**src/rtl/audio_route_pkg.sv**
```systemverilog
package audio_route_pkg;

   localparam int ROUTE_W = 4;
   localparam int FMT_W   = 4;
   localparam int PIN_N   = 4;

   localparam logic [ROUTE_W-1:0] ROUTE_LOOP   = 4'b0000;
   localparam logic [ROUTE_W-1:0] ROUTE_DIRECT = 4'b0010;

   typedef enum logic [1:0] {
      PATH_OFF,
      PATH_DIRECT,
      PATH_LOOP
   } path_e;

   typedef enum logic {
      FRAME_PLAIN,
      FRAME_I2S
   } frame_e;

   function automatic path_e route_decode(input logic [ROUTE_W-1:0] code,
                                          input logic direct_ok);
      path_e p;
      if (code == ROUTE_LOOP)                     p = PATH_LOOP;
      else if (code == ROUTE_DIRECT && direct_ok) p = PATH_DIRECT;
      else                                        p = PATH_OFF;
      return p;
   endfunction

endpackage

```
**src/rtl/ar_fmt_decode.sv**
```systemverilog
module ar_fmt_decode
   import audio_route_pkg::*;
(
   input  logic [FMT_W-1:0] fmt_code,
   output frame_e           frame,
   output logic             direct_ok
);

   always_comb begin
      frame     = FRAME_PLAIN;
      direct_ok = 1'b0;
      case (fmt_code)
         4'b1010: begin frame = FRAME_I2S;   direct_ok = 1'b1; end
         4'b1011: begin frame = FRAME_PLAIN; direct_ok = 1'b1; end
         4'b1110: begin frame = FRAME_I2S;   direct_ok = 1'b1; end
         4'b0010: begin frame = FRAME_PLAIN; direct_ok = 1'b1; end
         4'b1100: frame = FRAME_I2S;
         4'b1111: frame = FRAME_I2S;
         default: frame = FRAME_PLAIN;
      endcase
   end

endmodule

```
**src/rtl/ar_sync.sv**
```systemverilog
module ar_sync #(
   parameter int WIDTH  = 1,
   parameter int STAGES = 2
) (
   input  logic             clk,
   input  logic             rst_n,
   input  logic [WIDTH-1:0] d,
   output logic [WIDTH-1:0] q
);

   generate
      if (STAGES < 2) begin : g_bad_stages
         $error("ar_sync: STAGES must be at least 2");
      end
   endgenerate

   logic [STAGES-1:0][WIDTH-1:0] stg;

   always_ff @(posedge clk or negedge rst_n) begin
      if (!rst_n) stg <= '0;
      else        stg <= {stg[STAGES-2:0], d};
   end

   assign q = stg[STAGES-1];

endmodule

```
**src/rtl/ar_lb_deser.sv**
```systemverilog
module ar_lb_deser
   import audio_route_pkg::*;
#(
   parameter int SAMPLE_W = 16
) (
   input  logic                clk,
   input  logic                rst_n,
   input  logic                enable,
   input  frame_e              frame,
   input  logic                bclk_s,
   input  logic                ws_s,
   input  logic                sd_s,
   output logic [SAMPLE_W-1:0] pair_left,
   output logic [SAMPLE_W-1:0] pair_right,
   output logic                pair_stb
);

   localparam int CNT_W = $clog2(SAMPLE_W + 1);
   localparam logic [CNT_W-1:0] CNT_LAST = CNT_W'(SAMPLE_W - 1);
   localparam logic [CNT_W-1:0] CNT_FULL = CNT_W'(SAMPLE_W);

   logic                bclk_d;
   logic                ws_prev;
   logic                chan_last;
   logic                seen;
   logic                locked;
   logic [CNT_W-1:0]    cnt;
   logic [SAMPLE_W-1:0] sr;
   logic [SAMPLE_W-1:0] left_hold;
   logic                have_left;

   logic                rise;
   logic                chan;
   logic                is_left;
   logic                word_done;
   logic [SAMPLE_W-1:0] word_next;

   always_comb begin
      rise      = bclk_s & ~bclk_d;
      chan      = (frame == FRAME_I2S) ? ws_prev : ws_s;
      is_left   = (frame == FRAME_I2S) ? ~chan : chan;
      word_next = {sr[SAMPLE_W-2:0], sd_s};
      word_done = seen && locked && (chan == chan_last) && (cnt == CNT_LAST);
   end

   always_ff @(posedge clk or negedge rst_n) begin
      if (!rst_n) bclk_d <= 1'b0;
      else        bclk_d <= bclk_s;
   end

   always_ff @(posedge clk or negedge rst_n) begin
      if (!rst_n) begin
         ws_prev    <= 1'b0;
         chan_last  <= 1'b0;
         seen       <= 1'b0;
         locked     <= 1'b0;
         cnt        <= '0;
         sr         <= '0;
         left_hold  <= '0;
         have_left  <= 1'b0;
         pair_left  <= '0;
         pair_right <= '0;
         pair_stb   <= 1'b0;
      end else if (!enable) begin
         ws_prev   <= 1'b0;
         chan_last <= 1'b0;
         seen      <= 1'b0;
         locked    <= 1'b0;
         cnt       <= '0;
         have_left <= 1'b0;
         pair_stb  <= 1'b0;
      end else begin
         pair_stb <= 1'b0;
         if (rise) begin
            ws_prev   <= ws_s;
            chan_last <= chan;
            seen      <= 1'b1;
            sr        <= word_next;
            if (seen && chan != chan_last) begin
               locked <= 1'b1;
               cnt    <= CNT_W'(1);
            end else if (locked && cnt != CNT_FULL) begin
               cnt <= cnt + 1'b1;
            end
            if (word_done) begin
               if (is_left) begin
                  left_hold <= word_next;
                  have_left <= 1'b1;
               end else if (have_left) begin
                  pair_left  <= left_hold;
                  pair_right <= word_next;
                  pair_stb   <= 1'b1;
                  have_left  <= 1'b0;
               end
            end
         end
      end
   end


   pair_pulse_chk: assert property (@(posedge clk) disable iff (!rst_n)
      pair_stb |=> !pair_stb);

endmodule

```
**src/rtl/audio_route_sel.sv**
```systemverilog
module audio_route_sel
   import audio_route_pkg::*;
#(
   parameter int SAMPLE_W    = 16,
   parameter int SYNC_STAGES = 2
) (
   input  logic                 clk,
   input  logic                 rst_n,
   input  logic [3:0]           route_code,
   input  logic [3:0]           fmt_code,
   input  logic [SAMPLE_W-1:0]  dec_left,
   input  logic [SAMPLE_W-1:0]  dec_right,
   input  logic                 dec_valid,
   input  logic                 ser_bclk_in,
   input  logic                 ser_ws_in,
   input  logic                 ser_data_in,
   output logic [SAMPLE_W-1:0]  dac_left,
   output logic [SAMPLE_W-1:0]  dac_right,
   output logic                 dac_valid,
   output logic [3:0]           ser_out_oe
);

   generate
      if (SAMPLE_W < 2) begin : g_bad_width
         $error("audio_route_sel: SAMPLE_W must be at least 2");
      end
      if (SYNC_STAGES < 2) begin : g_bad_sync
         $error("audio_route_sel: SYNC_STAGES must be at least 2");
      end
   endgenerate

   logic [2:0]          pins_s;
   frame_e              frame;
   logic                direct_ok;
   path_e               path;
   logic [SAMPLE_W-1:0] lb_left;
   logic [SAMPLE_W-1:0] lb_right;
   logic                lb_stb;

   ar_sync #(.WIDTH(3), .STAGES(SYNC_STAGES)) u_sync (
      .clk   (clk),
      .rst_n (rst_n),
      .d     ({ser_bclk_in, ser_ws_in, ser_data_in}),
      .q     (pins_s)
   );

   ar_fmt_decode u_fmt (
      .fmt_code  (fmt_code),
      .frame     (frame),
      .direct_ok (direct_ok)
   );

   assign path = route_decode(route_code, direct_ok);

   ar_lb_deser #(.SAMPLE_W(SAMPLE_W)) u_deser (
      .clk        (clk),
      .rst_n      (rst_n),
      .enable     (path == PATH_LOOP),
      .frame      (frame),
      .bclk_s     (pins_s[2]),
      .ws_s       (pins_s[1]),
      .sd_s       (pins_s[0]),
      .pair_left  (lb_left),
      .pair_right (lb_right),
      .pair_stb   (lb_stb)
   );

   always_ff @(posedge clk or negedge rst_n) begin
      if (!rst_n) begin
         dac_left   <= '0;
         dac_right  <= '0;
         dac_valid  <= 1'b0;
         ser_out_oe <= '0;
      end else begin
         ser_out_oe <= (path == PATH_LOOP) ? '1 : '0;
         case (path)
            PATH_DIRECT: begin
               dac_valid <= dec_valid;
               if (dec_valid) begin
                  dac_left  <= dec_left;
                  dac_right <= dec_right;
               end
            end
            PATH_LOOP: begin
               dac_valid <= lb_stb;
               if (lb_stb) begin
                  dac_left  <= lb_left;
                  dac_right <= lb_right;
               end
            end
            default: begin
               dac_valid <= 1'b0;
               dac_left  <= '0;
               dac_right <= '0;
            end
         endcase
      end
   end


   direct_pass_chk: assert property (@(posedge clk) disable iff (!rst_n)
      (path == PATH_DIRECT && dec_valid) |=>
         (dac_valid && dac_left == $past(dec_left) && dac_right == $past(dec_right)));


   pins_released_chk: assert property (@(posedge clk) disable iff (!rst_n)
      (route_code != ROUTE_LOOP) |=> (ser_out_oe == 4'b0000));


   pins_driven_chk: assert property (@(posedge clk) disable iff (!rst_n)
      (route_code == ROUTE_LOOP) |=> (ser_out_oe == 4'b1111));


   direct_refused_chk: assert property (@(posedge clk) disable iff (!rst_n)
      (route_code == ROUTE_DIRECT && !direct_ok) |=>
         (!dac_valid && dac_left == '0 && dac_right == '0));


   route_off_chk: assert property (@(posedge clk) disable iff (!rst_n)
      (route_code != ROUTE_LOOP && route_code != ROUTE_DIRECT) |=>
         (!dac_valid && dac_left == '0 && dac_right == '0));


   loop_ignores_dec_chk: assert property (@(posedge clk) disable iff (!rst_n)
      (path == PATH_LOOP && !lb_stb) |=> !dac_valid);

endmodule

```
**config.mk**
```make
export PLATFORM = sky130hd
export DESIGN_NAME = audio_route_sel
export DESIGN_NICKNAME = d
export VERILOG_FILES = /design/src/rtl/audio_route_pkg.sv /design/src/rtl/ar_fmt_decode.sv /design/src/rtl/ar_sync.sv /design/src/rtl/ar_lb_deser.sv /design/src/rtl/audio_route_sel.sv
export SDC_FILE = /design/constraint.sdc
export NUM_CORES = 1
export LEC_CHECK = 0
export BUFFER_PORTS_ARGS = -buffer_cell sky130_fd_sc_hd__buf_2
export CORE_UTILIZATION = 40
export DETAILED_ROUTE_END_ITERATION = 16
export PLACE_DENSITY_LB_ADDON = 0.2
export SYNTH_ARGS = -nofsm -noshare
export SYNTH_HDL_FRONTEND = slang
export SYNTH_SLANG_ARGS = --single-unit
```
**constraint.sdc**
```tcl
create_clock -name clk -period 4.8 [get_ports clk]
set_input_delay 1.44 -clock clk [delete_from_list [all_inputs] [get_ports clk]]
set_output_delay 1.44 -clock clk [all_outputs]
set_load 0.01 [all_outputs]
```
### Word level (Yosys, flattened, before mapping)

Cells that the tools add are included.

* add/sub/neg operators: 1
* multipliers: 0
* divide/modulo/power cells: 0
* order comparisons: 0
* equality and inequality tests: 19
* shift-type cells: 0
* mux-type cells: 36
* bitwise gates (word level): 4
* reduce and logical (&&, ||, !) cells: 16

Operators with widths (count)
* two-way mux 16 bit: 4
* one-hot mux 16 bit (2 select lines): 2
* two-way mux 1 bit: 23
* == test 4 bit, second input constant: 5
* two-way mux 5 bit: 4
* != test 2 bit, second input constant: 5
* AND reduction 2 bit: 5
* == test 4 x 2 -> 1 bit, second input constant: 2
* OR reduction 4 bit: 2
* logical AND 1 bit: 6
* adder 5 x 1 -> 5 bit, second input constant: 1
* == test 5 x 4 -> 1 bit, second input constant: 1
* != test 5 bit, second input constant: 1
* AND reduction 5 bit: 1
* zero test 4 bit: 1
* two-way mux 4 bit: 1
* AND reduction 4 bit: 1
* != test 3 bit, second input constant: 1
* NOT 1 bit: 3
* == test 2 x 1 -> 1 bit, second input constant: 1
* == test 2 bit, second input constant: 1
* two-way mux 2 bit: 1
* one-hot mux 1 bit (2 select lines): 1
* bitwise AND 1 bit: 1
* 2 further kinds: 2

* bits in registers: 118
* latch bits: 0
* memory bits (writable): 0
* ROM bits: 0
* bits of input ports: 46
* output and inout bits: 37
* logic and storage cells: 94
* memories: 0

### Logic depth before layout (Yosys ltp)

* depth after elaboration: 10
* depth in mapped cells: 9
* gate-level depth less buffers: 8

### Modules after synthesis

From an unflattened synthesis, not the netlist that was laid out.

* cells, all modules: 410
* area, all modules: 5230.0 um^2

By module, submodules not included
* ar_lb_deser: times used 1, cells each 202, area an instance 3022.9 um^2, sequential area each 1876.8 um^2
* audio_route_sel: times used 1, cells each 192, area an instance 1989.4 um^2, sequential area each 850.8 um^2
* ar_sync: times used 1, cells each 9, area an instance 172.7 um^2, sequential area each 150.1 um^2
* ar_fmt_decode: times used 1, cells each 7, area an instance 45.0 um^2, sequential area each 0.0 um^2

### Worst setup path before layout

No wires, ideal clock.

* path type: input to register
* from: input port fmt_code[0]
* to: register u_deser.pair_left[10]
* arrival: 2985 ps
* slack: 1689 ps
* stages: 7
* path buffers: 2
* path through: a21boi_1 -> or3b_1 -> buf_2 -> and3_1 -> o21ai_4 -> buf_6 -> mux2_4

* longest elaborated chain between the ends: 8
* elaborated cells between the ends (all ways): 22
* those cells by class: 8 x eq/ne; 6 x mux; 2 x bitwise; 6 x reduce/logical

Ends and longest elaborated chain
* start, declared: line audio_route_sel.sv:10 `input logic [3:0] fmt_code,`
* == test 4 bit / == test 4 x 2 -> 1 bit (equally long branches): line ar_fmt_decode.sv:12 `case (fmt_code)`
* OR reduction 4 bit (no source line)
* two-way mux 1 bit: line ar_fmt_decode.sv:12
* logical AND 1 bit / two-way mux 1 bit (equally long branches): line audio_route_pkg.sv:25, ar_lb_deser.sv:40
* two-way mux 1 bit (tied with other cells): line audio_route_pkg.sv:25 `else if (code == ROUTE_DIRECT && direct_ok) p = PATH_DIRECT;`
* two-way mux 2 bit (tied with other cells): line audio_route_pkg.sv:24 `if (code == ROUTE_LOOP) p = PATH_LOOP;`
* == test 2 bit (tied with other cells): line audio_route_sel.sv:58 `.enable (path == PATH_LOOP),`
* AND reduction 5 bit (no source line) *
* end signal, assigned: line ar_lb_deser.sv:90 `pair_left <= left_hold;`
* end, declared: line ar_lb_deser.sv:13 `output logic [SAMPLE_W-1:0] pair_left,`

Mark *: on every way between the ends. The rest lies on a longest branch, timed or not.
A chain may end at the register's enable or synchronous reset.

### Worst setup path after layout

* from: input port fmt_code[2]
* to: register dac_right[1]

* longest elaborated chain between the ends: 9
* elaborated cells between the ends (all ways): 15
* those cells by class: 8 x eq/ne; 4 x mux; 3 x reduce/logical

Ends and longest elaborated chain
* == test 4 bit / == test 4 x 2 -> 1 bit (equally long branches): line ar_fmt_decode.sv:12
* OR reduction 4 bit (no source line) *
* two-way mux 1 bit *: line ar_fmt_decode.sv:12
* logical AND 1 bit *: line audio_route_pkg.sv:25
* two-way mux 1 bit *: line audio_route_pkg.sv:25
* two-way mux 2 bit *: line audio_route_pkg.sv:24
* == test 2 bit / == test 2 x 1 -> 1 bit (equally long branches): line audio_route_sel.sv:76 `case (path)`
* != test 2 bit (no source line)
* AND reduction 2 bit (no source line)
* end signal, assigned: line audio_route_sel.sv:81 `dac_right <= dec_right;`
* end signal, assigned: line audio_route_sel.sv:88 `dac_right <= lb_right;`
* end, declared: line audio_route_sel.sv:18 `output logic [SAMPLE_W-1:0] dac_right,`

Marked as above.

==> results.json <==
{
  "crit_path_cell_trace": "buf_2 -> maj3_1 -> and4b_1 -> buf_4 -> a22o_1 -> mux2_2",
  "diodes": 0,
  "clkTransAtPathRegs_ns": 0.05,
  "avgRoutedWirePerCell_microns": 15.9,
  "crit_type": "in -> reg",
  "die_w_microns": 113,
  "n_fill_cell": 1053,
  "drc": 0,
  "yosysTopAreaCell": "dfrtp_1",
  "grt_pass1_wl_mm": 16.1,
  "cts_buffers": 17,
  "synth_cell_type_count": 46,
  "endpoint_kind": "flip-flop",
  "io_buffers": 82,
  "die_y_microns": 113,
  "core-area_sq_mm": 0.0121,
  "overflow": 0,
  "crit_fanout": 21,
  "synthArstFlopShare_pct": 100,
  "fin_ws_ns": 1.68,
  "finalCritPeriodShare_pct": 64.9,
  "cts_hold_buf": 0,
  "hold_viol_final": 0,
  "antenna_found_initial": 0,
  "synth.top_cell.area_share_pct": 58.1,
  "ir_drop_mv": 0.177,
  "syn_nets": 383,
  "initial_utilization_pct": 41.1,
  "layout_commonest_cell": "dfrtp_1",
  "setup_tns_ns": 0,
  "cts_tree": "done",
  "ys_top_cells_by_area": "dfrtp_1, mux2_2, mux2_4, a22o_1, mux2_1",
  "via_per_inst": 5.02,
  "drive_gt1_share_pct": 50.0,
  "synth_flop_cell": "dfrtp_1",
  "synth.ff_latch_count": 115,
  "vias": 3020,
  "final_nets": 470,
  "clock-root-buffer": "clkbuf_16",
  "mostFrequentLayoutCells": "dfrtp_1, buf_2, mux2_2",
  "finish.instance_area_sq_mm": 0.00615,
  "finalSetupViolations": 0,
  "finalMaxSlewViolations": 0,
  "power_density_mw_per_mm2": 392,
  "grt_max_degree": 57,
  "dp_hpwl_mm": 6.20,
  "synth-edff-count": 0,
  "clock_sinks": 115,
  "period_minus_slack_ns": 3.12,
  "placed_area_sq_mm": 0.00551,
  "drtPass1Iterations": 4,
  "htreeDepth": 4,
  "start_kind": "input pin",
  "cts_setup_buffers": 0,
  "status": "complete, no violations",
  "rsz0062_at_grt": "no",
  "gr-usage-all-layers_pct": 16.6,
  "power.total_mw": 2.41,
  "holdCritPathClass": "reg -> reg",
  "grt_pass1_vias": 3140,
  "tightest_slew_ns": 0.997,
  "required_ns": 5.14,
  "place_ws_ns": 1.24,
  "max_freq_mhz": 321,
  "critical-path-max-stage-delay_ns": 0.88,
  "cts_resized": 0,
  "rows": 40,
  "worstPathArrival_ns": 3.46,
  "syn_avg_cell_area_sq_um": 14.8,
  "cpMaxStageDelayCell": "and4b_1",
  "finalWirelength_mm": 9.59,
  "seq_area_frac_synth_pct": 58.1,
  "pin_count": 83,
  "drtAntennaViolNets": 0,
  "leakagePower_nw": 3.24,
  "finClkSkew_ns": 0.00999,
  "synth.cell_area_sq_mm": 0.00495,
  "cap_viol_max_count": 0,
  "yosysWarnings": 0,
  "die_area_sq_mm": 0.0128,
  "clock_latency_ns": 0.41,
  "globalplace.congestion": 0.771,
  "drt_iter0_drc": 149,
  "syn_inst": 334,
  "synthToLayoutAreaGrowth_pct": 24.2,
  "cts_buffer_depth": 2,
  "relSlewSlack_pct": 32.7
}
state kept, by name, indices dropped and copies added (netlist names), 3 cells and up:
register            flops
dac_left               16
dac_right              16
u_deser.cnt             5
u_deser.left_hold      16
u_deser.pair_left      16
u_deser.pair_right     16
u_deser.sr             15
u_sync.q                3
u_sync.stg              3
critical path, delay by kind of cell:
kind / cells / cell delay [ns]
AO/OA/AOI/OAI: 1 / 0.15
adder cells (fa/ha/maj): 1 / 0.36
buffers and inverters: 2 / 0.48
multiplexers: 1 / 0.14
AND/OR/NAND/NOR: 1 / 0.88
cell usage after synthesis (2+ instances only):
cell      number
dfrtp_1      115
mux2_2        62
a22o_1        33
mux2_4        29
nand2_1        9
clkbuf_1       8
nand3_1        7
inv_1          6
a21oi_1        5
buf_2          4
buf_4          4
mux2_1         4
buf_6          3
ha_1           3
nand2b_1       3
nand4_1        3
o21a_1         3
and3_1         2
nand3b_1       2
nor3_1         2
o22ai_1        2
power by group:
part | switching, mW | leakage (nW) | total [mW] | internal [mW]
logic | 0.0447 | 1.33 | 0.0724 | 0.0277
registers | 0.00579 | 1.59 | 0.985 | 0.979
clock network | 0.420 | 0.323 | 1.35 | 0.934
kinds of logic after synthesis:
| family | share of synthesized area [%] |
|---|---|
| buffers and inverters | 2.90 |
| adder cells (fa/ha/maj) | 0.960 |
| flip-flops | 58.1 |
| AND/OR/NAND/NOR | 4.90 |
| AO/OA/AOI/OAI | 9.17 |
| multiplexers | 23.8 |
| XOR/XNOR | 0.177 |
final timing paths:
| path | startpoint | to | slack (ns) | cells after the start |
|---|---|---|---|---|
| worst min-delay path | u_sync.stg[1] | u_sync.q[1] | 0.35 | 0 |
| worst max-delay path | fmt_code[2] | dac_right[1] | 1.68 | 6 |
| worst max register to register | u_deser.cnt[0] | u_deser.pair_left[15] | 2.27 | 9 |
| min in group asynchronous | rst_n | dac_right[0] | 1.09 | 1 |
| worst min register to register | u_sync.stg[1] | u_sync.q[1] | 0.35 | 0 |
| max in group asynchronous | rst_n | dac_left[2] | 2.78 | 2 |
routing by layer:
layer / track usage (%) / up-vias / share of wire [%]
met2: 25.0 / 73 / 45
met4: 7.89 / 0 / 1.8
li1: - / 1411 / -
met3: 4.77 / 14 / 3.9
met1: 22.2 / 1522 / 49
met5: 0 / - / 0
layout make-up:
type                            count  area [sq um]  area share (%)
Sequential cell                   115          2880            46.8
Multi-Input combinational cell    192          1930            31.4
Clock buffer                       23           498            8.09
Timing Repair Buffer               88           458            7.44
Tap cell                          168           210            3.42
Clock inverter                      9           149            2.42
Inverter                            7          26.3           0.427
stage by stage:
stage          hold WS, ns  util [%]  instances
4_1_cts              0.352      51.0        602
6_report             0.348      51.0        602
5_1_grt              0.364      51.0        602
2_1_floorplan        0.331         -        334
3_3_place_gp         0.335      45.6        570
3_5_place_dp         0.339      45.6        570
Note: power is estimated with default switching activity, not from simulation.
